**src/rtl/wiper_ctl_pkg.sv**
```systemverilog
package wiper_ctl_pkg;

   localparam int CMD_W        = 4;
   localparam int CTRL_WE_BIT  = 1;
   localparam int CTRL_CAL_BIT = 2;

   typedef enum logic [CMD_W-1:0] {
      CMD_NOP      = 4'b0000,
      CMD_WR_WIPER = 4'b0001,
      CMD_RD_WIPER = 4'b0010,
      CMD_MIDSCALE = 4'b0100,
      CMD_WR_CTRL  = 4'b0110,
      CMD_RD_CTRL  = 4'b0111,
      CMD_PWRDN    = 4'b1000
   } cmd_e;

   typedef struct packed {
      logic wr_wiper;
      logic rd_wiper;
      logic midscale;
      logic wr_ctrl;
      logic rd_ctrl;
      logic pwrdn;
   } dec_t;

endpackage

```
**src/rtl/wctl_edge_sync.sv**
```systemverilog
module wctl_edge_sync #(
   parameter int STAGES = 2
) (
   input  logic clk,
   input  logic rst_n,
   input  logic async_i,
   output logic rise_o
);

   initial begin
      assert (STAGES >= 0 && STAGES <= 8) else $fatal(1, "STAGES out of range");
   end

   logic synced;
   logic prev_q;

   generate
      if (STAGES == 0) begin : g_bypass
         assign synced = async_i;
      end else begin : g_chain
         logic [STAGES-1:0] sh_q;
         for (genvar i = 0; i < STAGES; i++) begin : g_stage
            if (i == 0) begin : g_first
               always_ff @(posedge clk or negedge rst_n) begin
                  if (!rst_n) sh_q[0] <= 1'b0;
                  else        sh_q[0] <= async_i;
               end
            end else begin : g_next
               always_ff @(posedge clk or negedge rst_n) begin
                  if (!rst_n) sh_q[i] <= 1'b0;
                  else        sh_q[i] <= sh_q[i-1];
               end
            end
         end
         assign synced = sh_q[STAGES-1];
      end
   endgenerate

   always_ff @(posedge clk or negedge rst_n) begin
      if (!rst_n) prev_q <= 1'b0;
      else        prev_q <= synced;
   end

   assign rise_o = synced & ~prev_q;

   // a held-high input yields one pulse only
   assert_single_pulse_R11: assert property (@(posedge clk) disable iff (!rst_n)
      rise_o |=> !rise_o);

endmodule

```
**src/rtl/wctl_decode.sv**
```systemverilog
module wctl_decode
   import wiper_ctl_pkg::*;
(
   input  logic [CMD_W-1:0] cmd_i,
   output dec_t             dec_o,
   output logic             busy_o
);

   always_comb begin
      dec_o  = '0;
      busy_o = 1'b0;
      case (cmd_i)
         CMD_WR_WIPER: begin dec_o.wr_wiper = 1'b1; busy_o = 1'b1; end
         CMD_RD_WIPER: begin dec_o.rd_wiper = 1'b1; busy_o = 1'b1; end
         CMD_MIDSCALE: dec_o.midscale = 1'b1;
         CMD_WR_CTRL:  begin dec_o.wr_ctrl = 1'b1; busy_o = 1'b1; end
         CMD_RD_CTRL:  begin dec_o.rd_ctrl = 1'b1; busy_o = 1'b1; end
         CMD_PWRDN:    dec_o.pwrdn = 1'b1;
         default:      ;
      endcase
   end

   // at most one action strobe per command
   always_comb begin
      assert_one_action_R10: assert ($onehot0(dec_o));
   end

endmodule

```
**src/rtl/wctl_busy_timer.sv**
```systemverilog
module wctl_busy_timer #(
   parameter int EXEC_CYCLES = 8
) (
   input  logic clk,
   input  logic rst_n,
   input  logic start_i,
   output logic rdy_o
);

   initial begin
      assert (EXEC_CYCLES >= 0) else $fatal(1, "EXEC_CYCLES negative");
   end

   generate
      if (EXEC_CYCLES == 0) begin : g_instant
         assign rdy_o = 1'b1;
      end else begin : g_count
         localparam int CNT_W = $clog2(EXEC_CYCLES + 1);
         localparam logic [CNT_W-1:0] CNT_MAX = CNT_W'(EXEC_CYCLES);
         logic [CNT_W-1:0] cnt_q;

         always_ff @(posedge clk or negedge rst_n) begin
            if (!rst_n)               cnt_q <= '0;
            else if (start_i)         cnt_q <= CNT_MAX;
            else if (cnt_q != '0)     cnt_q <= cnt_q - 1'b1;
         end

         assign rdy_o = (cnt_q == '0);

         // an accepted write or read frame always lowers rdy next cycle
         assert_busy_start_R9: assert property (@(posedge clk) disable iff (!rst_n)
            start_i |=> !rdy_o);
         // counter never exceeds the execution window
         assert_cnt_bound_R9: assert property (@(posedge clk) disable iff (!rst_n)
            cnt_q <= CNT_MAX);
         // once idle, rdy stays high without a start
         assert_idle_hold_R9: assert property (@(posedge clk) disable iff (!rst_n)
            (rdy_o && !start_i) |=> rdy_o);
      end
   endgenerate

endmodule

```
**src/rtl/wctl_regs.sv**
```systemverilog
module wctl_regs
   import wiper_ctl_pkg::*;
#(
   parameter int FRAME_W = 16,
   parameter int WIPER_W = 10,
   parameter int CTRL_W  = 3
) (
   input  logic               clk,
   input  logic               rst_n,
   input  logic               frame_valid,
   input  logic [FRAME_W-1:0] frame_i,
   input  dec_t               dec_i,
   input  logic               hw_rise_i,
   output logic [WIPER_W-1:0] wiper_o,
   output logic [CTRL_W-1:0]  ctrl_o,
   output logic               pd_o,
   output logic [FRAME_W-1:0] resp_o
);

   localparam logic [WIPER_W-1:0] MIDSCALE = WIPER_W'(1) << (WIPER_W - 1);

   initial begin
      assert (CTRL_W > CTRL_CAL_BIT) else $fatal(1, "CTRL_W too small");
      assert (WIPER_W >= CTRL_W)     else $fatal(1, "WIPER_W below CTRL_W");
      assert (FRAME_W >= WIPER_W)    else $fatal(1, "FRAME_W below WIPER_W");
   end

   logic [WIPER_W-1:0] data;
   logic [WIPER_W-1:0] wiper_q;
   logic [CTRL_W-1:0]  ctrl_q;
   logic               pd_q;
   logic [FRAME_W-1:0] resp_q;
   logic               wr_allowed;

   assign data       = frame_i[WIPER_W-1:0];
   assign wr_allowed = ctrl_q[CTRL_WE_BIT];

   always_ff @(posedge clk or negedge rst_n) begin
      if (!rst_n) begin
         wiper_q <= MIDSCALE;
      end else if (hw_rise_i) begin
         wiper_q <= MIDSCALE;
      end else if (frame_valid && dec_i.midscale) begin
         wiper_q <= MIDSCALE;
      end else if (frame_valid && dec_i.wr_wiper && wr_allowed) begin
         wiper_q <= data;
      end
   end

   always_ff @(posedge clk or negedge rst_n) begin
      if (!rst_n)                          ctrl_q <= '0;
      else if (frame_valid && dec_i.wr_ctrl) ctrl_q <= data[CTRL_W-1:0];
   end

   always_ff @(posedge clk or negedge rst_n) begin
      if (!rst_n)                         pd_q <= 1'b0;
      else if (frame_valid && dec_i.pwrdn) pd_q <= data[0];
   end

   always_ff @(posedge clk or negedge rst_n) begin
      if (!rst_n) begin
         resp_q <= '0;
      end else if (frame_valid) begin
         if (dec_i.rd_wiper)     resp_q <= FRAME_W'(wiper_q);
         else if (dec_i.rd_ctrl) resp_q <= FRAME_W'(ctrl_q);
         else                    resp_q <= frame_i;
      end
   end

   assign wiper_o = wiper_q;
   assign ctrl_o  = ctrl_q;
   assign pd_o    = pd_q;
   assign resp_o  = resp_q;

   // wiper moves only on an enabled write, midscale command or reset edge
   assert_wiper_hold_R3: assert property (@(posedge clk) disable iff (!rst_n)
      !(hw_rise_i || (frame_valid && (dec_i.midscale || (dec_i.wr_wiper && wr_allowed))))
      |=> $stable(wiper_q));
   // midscale command works even while writes are locked
   assert_midscale_R4: assert property (@(posedge clk) disable iff (!rst_n)
      (frame_valid && dec_i.midscale) |=> (wiper_q == MIDSCALE));
   // reset edge wins over any frame in the same cycle
   assert_hw_midscale_R11: assert property (@(posedge clk) disable iff (!rst_n)
      hw_rise_i |=> (wiper_q == MIDSCALE));
   // power-down follows data bit 0
   assert_pd_R8: assert property (@(posedge clk) disable iff (!rst_n)
      (frame_valid && dec_i.pwrdn) |=> (pd_q == $past(frame_i[0])));
   // control changes only on its write command
   assert_ctrl_hold_R5: assert property (@(posedge clk) disable iff (!rst_n)
      !(frame_valid && dec_i.wr_ctrl) |=> $stable(ctrl_q));

endmodule

```
**src/rtl/wiper_cmd_ctrl.sv**
```systemverilog
module wiper_cmd_ctrl
   import wiper_ctl_pkg::*;
#(
   parameter int FRAME_W     = 16,
   parameter int WIPER_W     = 10,
   parameter int CTRL_W      = 3,
   parameter int EXEC_CYCLES = 8,
   parameter int SYNC_STAGES = 2
) (
   input  logic               clk,
   input  logic               rst_n,
   input  logic               frame_valid,
   input  logic [FRAME_W-1:0] frame_data,
   input  logic               hw_reset_in,
   output logic [WIPER_W-1:0] wiper_code,
   output logic               power_down,
   output logic               cal_enable,
   output logic [FRAME_W-1:0] resp_word,
   output logic               rdy
);

   initial begin
      assert (FRAME_W >= WIPER_W + CMD_W) else $fatal(1, "frame too narrow");
   end

   logic [CMD_W-1:0]  cmd;
   dec_t              dec;
   logic              busy_cmd;
   logic              hw_rise;
   logic [CTRL_W-1:0] ctrl;

   assign cmd = frame_data[WIPER_W +: CMD_W];

   wctl_edge_sync #(.STAGES(SYNC_STAGES)) u_sync (
      .clk     (clk),
      .rst_n   (rst_n),
      .async_i (hw_reset_in),
      .rise_o  (hw_rise)
   );

   wctl_decode u_dec (
      .cmd_i  (cmd),
      .dec_o  (dec),
      .busy_o (busy_cmd)
   );

   wctl_regs #(
      .FRAME_W (FRAME_W),
      .WIPER_W (WIPER_W),
      .CTRL_W  (CTRL_W)
   ) u_regs (
      .clk         (clk),
      .rst_n       (rst_n),
      .frame_valid (frame_valid),
      .frame_i     (frame_data),
      .dec_i       (dec),
      .hw_rise_i   (hw_rise),
      .wiper_o     (wiper_code),
      .ctrl_o      (ctrl),
      .pd_o        (power_down),
      .resp_o      (resp_word)
   );

   wctl_busy_timer #(.EXEC_CYCLES(EXEC_CYCLES)) u_timer (
      .clk     (clk),
      .rst_n   (rst_n),
      .start_i (frame_valid && busy_cmd),
      .rdy_o   (rdy)
   );

   assign cal_enable = ctrl[CTRL_CAL_BIT];

   // frames outside the busy set leave an idle rdy high
   assert_quiet_rdy_R10: assert property (@(posedge clk) disable iff (!rst_n)
      (frame_valid && !busy_cmd && rdy) |=> rdy);

endmodule

```
**config.mk**
```make
export PLATFORM = sky130hd
export DESIGN_NAME = wiper_cmd_ctrl
export DESIGN_NICKNAME = d
export VERILOG_FILES = /design/src/rtl/wiper_ctl_pkg.sv /design/src/rtl/wctl_edge_sync.sv /design/src/rtl/wctl_decode.sv /design/src/rtl/wctl_busy_timer.sv /design/src/rtl/wctl_regs.sv /design/src/rtl/wiper_cmd_ctrl.sv
export SDC_FILE = /design/constraint.sdc
export NUM_CORES = 1
export LEC_CHECK = 0
export ABC_AREA = 0
export BUFFER_PORTS_ARGS = -buffer_cell sky130_fd_sc_hd__buf_4
export CAP_MARGIN = 20
export CORE_UTILIZATION = 47
export DETAILED_ROUTE_END_ITERATION = 10
export GPL_TIMING_DRIVEN = 0
export PLACE_DENSITY = 0.72
export SLEW_MARGIN = 40
export SYNTH_ARGS = -nofsm -noshare
export SYNTH_HDL_FRONTEND = slang
export SYNTH_SLANG_ARGS = --single-unit
```
**constraint.sdc**
```tcl
create_clock -name clk -period 1.2 [get_ports clk]
set_clock_uncertainty 0.05 [all_clocks]
set_input_delay 0.24 -clock clk [delete_from_list [all_inputs] [get_ports clk]]
set_output_delay 0.24 -clock clk [all_outputs]
set_load 0.01 [all_outputs]
```
======== Word-level counts from Yosys, hierarchy flattened ========
Index checks and enable logic that the tools add are counted.
storage, ports and cells
  register bits after elaboration ......... 37
  bits in latches ......................... 0
  output and inout bits ................... 29
  bits in read-only memories .............. 0
  input bits .............................. 20
  RAM bits ................................ 0
  word-level logic and storage cells ...... 42
  memories kept ........................... 0
cells by class
  mux-type cells .......................... 14
  reductions and logical operators ........ 11
  shift operators ......................... 0
  $lt $le $gt $ge ......................... 0
  add/sub/neg operators ................... 1
  bitwise logic cells ..................... 2
  div/mod/pow operators ................... 0
  multiply operators ...................... 0
  equal/unequal tests ..................... 6
operators by type and width
  operator                                           number
  2-to-1 mux 16 bit                                  2
  2-to-1 mux 10 bit                                  3
  == test 4 x 3 -> 1 bit (second input constant)     3
  2-to-1 mux 4 bit                                   2
  2-to-1 mux 1 bit                                   7
  logical AND 1 bit                                  6
  == test 4 x 1 -> 1 bit (second input constant)     1
  == test 4 x 2 -> 1 bit (second input constant)     1
  == test 4 bit (second input constant)              1
  logical NOT 4 bit                                  1
  nonzero test 4 bit                                 1
  OR reduction 4 bit                                 1
  subtractor 4 x 1 -> 4 bit (second input constant)  1
  nonzero test 3 bit                                 1
  nonzero test 2 bit                                 1
  AND 1 bit                                          1
  inverter 1 bit                                     1

======== Depth between registers and ports, before layout ========
  depth after elaboration ................. 7
  depth in mapped cells ................... 5
  gate-level depth less buffers ........... 5

======== Hierarchy ========
Synthesis repeated with hierarchy kept, for this count alone.
second synthesis, totals
  cells, all modules ...................... 152
  area, all modules ....................... 1680.4 µm²
by module, submodules not included
  module           instances  sequential area each (µm²)  area an instance (µm²)  cells an instance
  wctl_regs        1          752.0                       1280.0                  114
  wctl_busy_timer  1          100.1                       219.0                   21
  wctl_edge_sync   1          75.1                        88.8                    4
  wctl_decode      1          0.0                         86.3                    12
  wiper_cmd_ctrl   1          0.0                         6.3                     1

======== Worst setup path before layout ========
No wires, ideal clock.
  path kind ............................... register to register
  start ................................... reg u_timer.g_count.cnt_q[0]
  end ..................................... reg u_timer.g_count.cnt_q[1]
  arrival ................................. 1226 ps
  stages on the path, launching flop included .. 6
  path slack .............................. -180 ps
  setup time .............................. 104 ps
  path buffers ............................ 0
  path through ............................ dfrtp_1 inv_1 ha_1 nor3b_2 nor2b_1 a221oi_1
between the ends
  word-level cells in the longest chain between the ends .. 3
  elaborated cells on any way between the ends .. 5
  classes of those cells .................. add/sub: 1; mux: 2; reduce/logical: 2
RTL lines
  item                       RTL line               source
  start: declaration         wctl_busy_timer.sv:20  logic [CNT_W-1:0] cnt_q;
  start signal: assignment   wctl_busy_timer.sv:25  else if (cnt_q != '0) cnt_q <= cnt_q - 1'b1;
  subtractor 4 x 1 -> 4 bit  wctl_busy_timer.sv:25
  2-to-1 mux 4 bit           wctl_busy_timer.sv:25
  2-to-1 mux 4 bit           wctl_busy_timer.sv:24  else if (start_i) cnt_q <= CNT_MAX;
Several ways; a longest one is shown, not always the timed one. The select of a mux whose other input is x is not followed.
A chain may end at the register's enable or synchronous reset.

======== Final worst setup path ========
  start ................................... reg u_timer.g_count.cnt_q[1]
  end ..................................... out rdy
between the ends
  word-level cells in the longest chain between the ends .. 1
RTL lines
  item               RTL line               source
  logical NOT 4 bit  wctl_busy_timer.sv:28  assign rdy_o = (cnt_q == '0);
  end: declaration   wiper_cmd_ctrl.sv:19   output logic rdy
No other way between the ends.

==> results.json <==
{
  "status": "finished with violations",
  "violations": "negative setup slack",
  "post-dp-hpwl_um": 3248,
  "r2r_cells": 6,
  "synth.avg_cell_area_sq_um": 11.40,
  "path_cells": "inv_2 -> ha_4 -> nor3b_4 -> buf_6",
  "wl_per_cell_um": 18.14,
  "cp_max_fo": 2,
  "power_density_nw_per_um2": 1410,
  "ys_top_cells_by_area": "dfrtp_1 (49%), nor2b_1 (4.4%), a221o_2 (4.3%)",
  "path_depth": 4,
  "rows": 22,
  "synth_cells": 162,
  "cpPeakStageDelay_ps": 390,
  "hold_class": "input pin to register",
  "start_util_pct": 49.70,
  "mostFrequentLayoutCell": "buf_4",
  "ys_ff_latch": 37,
  "final_core_util_pct": 71.38,
  "cts_root_buffer": "clkbuf_8",
  "drc": 0,
  "coreArea_sq_um": 3716,
  "final_cell_mix": "buf_4 (54), dfrtp_1 (35), nor2b_1 (13)",
  "fmax_mhz": 655.5,
  "diodes": 0,
  "vias_per_cell": 5.804,
  "top_layer_used": "met4",
  "totalNegativeSetupSlack_ps": -777.8,
  "cap_violations": 0,
  "nets": 248,
  "postRouteAntennaNets": 0,
  "path_clk_slew_ps": 70,
  "ys_seq_area_share_pct": 50.20,
  "crit_arrival_ps": 1240,
  "wl_um": 5008,
  "first_pass_iters": 4,
  "peakVddDrop_uv": 747.5,
  "worstPathRequired_ps": 910,
  "nFillCells": 275,
  "gp_congestion": 0.7822,
  "num_vias": 1602,
  "synth.top_cell.area_share_pct": 48.78,
  "ys_warn_count": 0,
  "grt_usage_pct": 25.59,
  "crit_start": "u_timer.g_count.cnt_q[1]",
  "grt_max_degree": 38,
  "crit_path_end_kind": "output port",
  "synth_ff_type": "dfrtp_1",
  "antenna_found_initial": 0,
  "areaGrowthSynthToFinish_pct": 43.63,
  "worst_slack_ps": -325.5,
  "crit_type": "register to output port",
  "critPathBufInv": 2,
  "io_buffers": 47,
  "synth_top_area_cell": "dfrtp_1",
  "die_y_um": 64.69,
  "design.die.area_sq_um": 4184,
  "cts_tree": "done",
  "initialDrtViolationCount": 47,
  "r2r_start": "u_timer.g_count.cnt_q[1]",
  "overflow": 0,
  "min_path_cells": 2,
  "rsz0062_at_grt": "true",
  "dieWidth_um": 64.69,
  "cts_buffer_depth": 2,
  "grt_pass1_vias": 1661,
  "post-route-min-period_ps": 1525,
  "worst_pin_slew_ps": 475.6,
  "route.met2.wl_um": 2669,
  "slew_headroom_pct": 68.30,
  "syn_nets": 183,
  "critPathSlowestCell": "dfrtp_1",
  "htreeDepth": 2,
  "insertion_delay_ps": 300,
  "pin_count": 49,
  "synthArstFlopShare_pct": 100.0,
  "grt_first_pass_wirelength_um": 7831,
  "setup_violations": 6,
  "met1_length_um": 2051,
  "synth-edff-count": 0,
  "cpLargestDelayFamily": "flip-flops",
  "numCtsBuffers": 5,
  "hold_violations": 0,
  "syn_area_sq_um": 1847,
  "startpoint_type": "register",
  "min-delay-start": "frame_data[14]",
  "period_share_pct": 127.1,
  "met3_length_um": 172,
  "drive_above_1_share_pct": 53.95,
  "ys_types": 42,
  "maxSlewViolCount": 0,
  "leakagePower_nw": 1.153,
  "numClockSinks": 37
}
[where the power goes]
part           leakage (nW)  total (W)  switching, W  internal (W)
Clock                0.0552    0.00106      0.000447      0.000616
Sequential            0.464    0.00156      0.000144       0.00142
Combinational         0.634    0.00111      0.000490      0.000623
[metal layers]
metal,up-vias,GRT usage [%]
met4,0,12.78
met2,41,47.50
met1,816,27.78
met3,13,4.225
li1,732,-
met5,-,0
[metrics by stage]
step	total power, W	hold WS, ps	instances	setup WS, ps	cell area [sq um]
2_1_floorplan	0.002096	-105.6	162	-102.7	1876
3_3_place_gp	0.002395	170.5	257	-263.8	2288
3_5_place_dp	0.002462	173.0	257	-314.4	2288
4_1_cts	0.003695	119.9	272	-316.5	2542
5_1_grt	0.003921	128.1	276	-376.9	2653
6_report	0.003741	124.5	276	-325.5	2653
[flip-flops by register name (all words and copies together), names as in the netlist]
signal	cells
u_sync.prev_q	1
u_timer.g_count.cnt_q	4
u_regs.resp_o	16
u_sync.g_chain.sh_q	1
u_regs.wiper_o	10
u_sync.synced	1
u_regs.ctrl_o	3
u_regs.pd_o	1
[Yosys cell counts, types with 2 or more instances]
| library cell | instances |
|---|---|
| clkbuf_1 | 2 |
| a22o_1 | 3 |
| o21ai_0 | 14 |
| nor2_1 | 5 |
| nand2b_1 | 2 |
| xnor2_1 | 2 |
| nand3b_1 | 2 |
| buf_6 | 2 |
| o21a_1 | 3 |
| mux2_2 | 6 |
| nor2b_1 | 13 |
| nor4bb_1 | 3 |
| dfrtp_1 | 36 |
| a32o_1 | 3 |
| a21oi_1 | 11 |
| buf_2 | 6 |
| o21bai_1 | 3 |
| inv_1 | 5 |
| nor4b_1 | 3 |
| nand3_1 | 10 |
| a221o_2 | 7 |
[what timing repair did]
| item | CTS | global route |
|---|---|---|
| hold buffers | 2 | 0 |
| hold endpoints to repair | 37 | 0 |
| gates resized for setup | 20 | 23 |
| pin swaps | 10 | 19 |
| gates cloned | 1 | 0 |
| setup buffers | 5 | 4 |
| endpoints found under the setup margin | 17 | 21 |
[area by class of cell]
cell class	count	area, sq um	share of cell area (%)
Clock buffer	6	72.57	2.736
Timing Repair Buffer	59	459.2	17.31
Clock inverter	2	35.03	1.321
Tap cell	48	60.06	2.264
Buffer	10	77.57	2.925
Inverter	6	22.52	0.8491
Sequential cell	37	928.4	35.00
Multi-Input combinational cell	108	997.2	37.59
[worst paths after layout]
path | end | slack, ps
max in group asynchronous | u_regs.wiper_o[9] | 370
setup reg to reg | u_timer.g_count.cnt_q[1] | -150
hold reg to reg | u_sync.synced | 310
setup / recovery | rdy | -330
hold / removal | u_regs.resp_o[14] | 120
min in group asynchronous | u_regs.resp_o[1] | 380
[cell families (layout without fill, tap and decap cells)]
family / count (synthesis) / after routing / synth area share (%)
adders and majority gates: 1 / 1 / 0.6774
and+or+nand+nor: 48 / 48 / 18.09
DFF: 37 / 37 / 50.20
muxes: 7 / 7 / 4.200
xor gates and xnor gates: 2 / 2 / 0.9487
buffers and inverters: 17 / 83 / 4.878
AOI/OAI and AO/OA: 50 / 50 / 21.00
No activity file was read; power rests on OpenSTA's default activity.
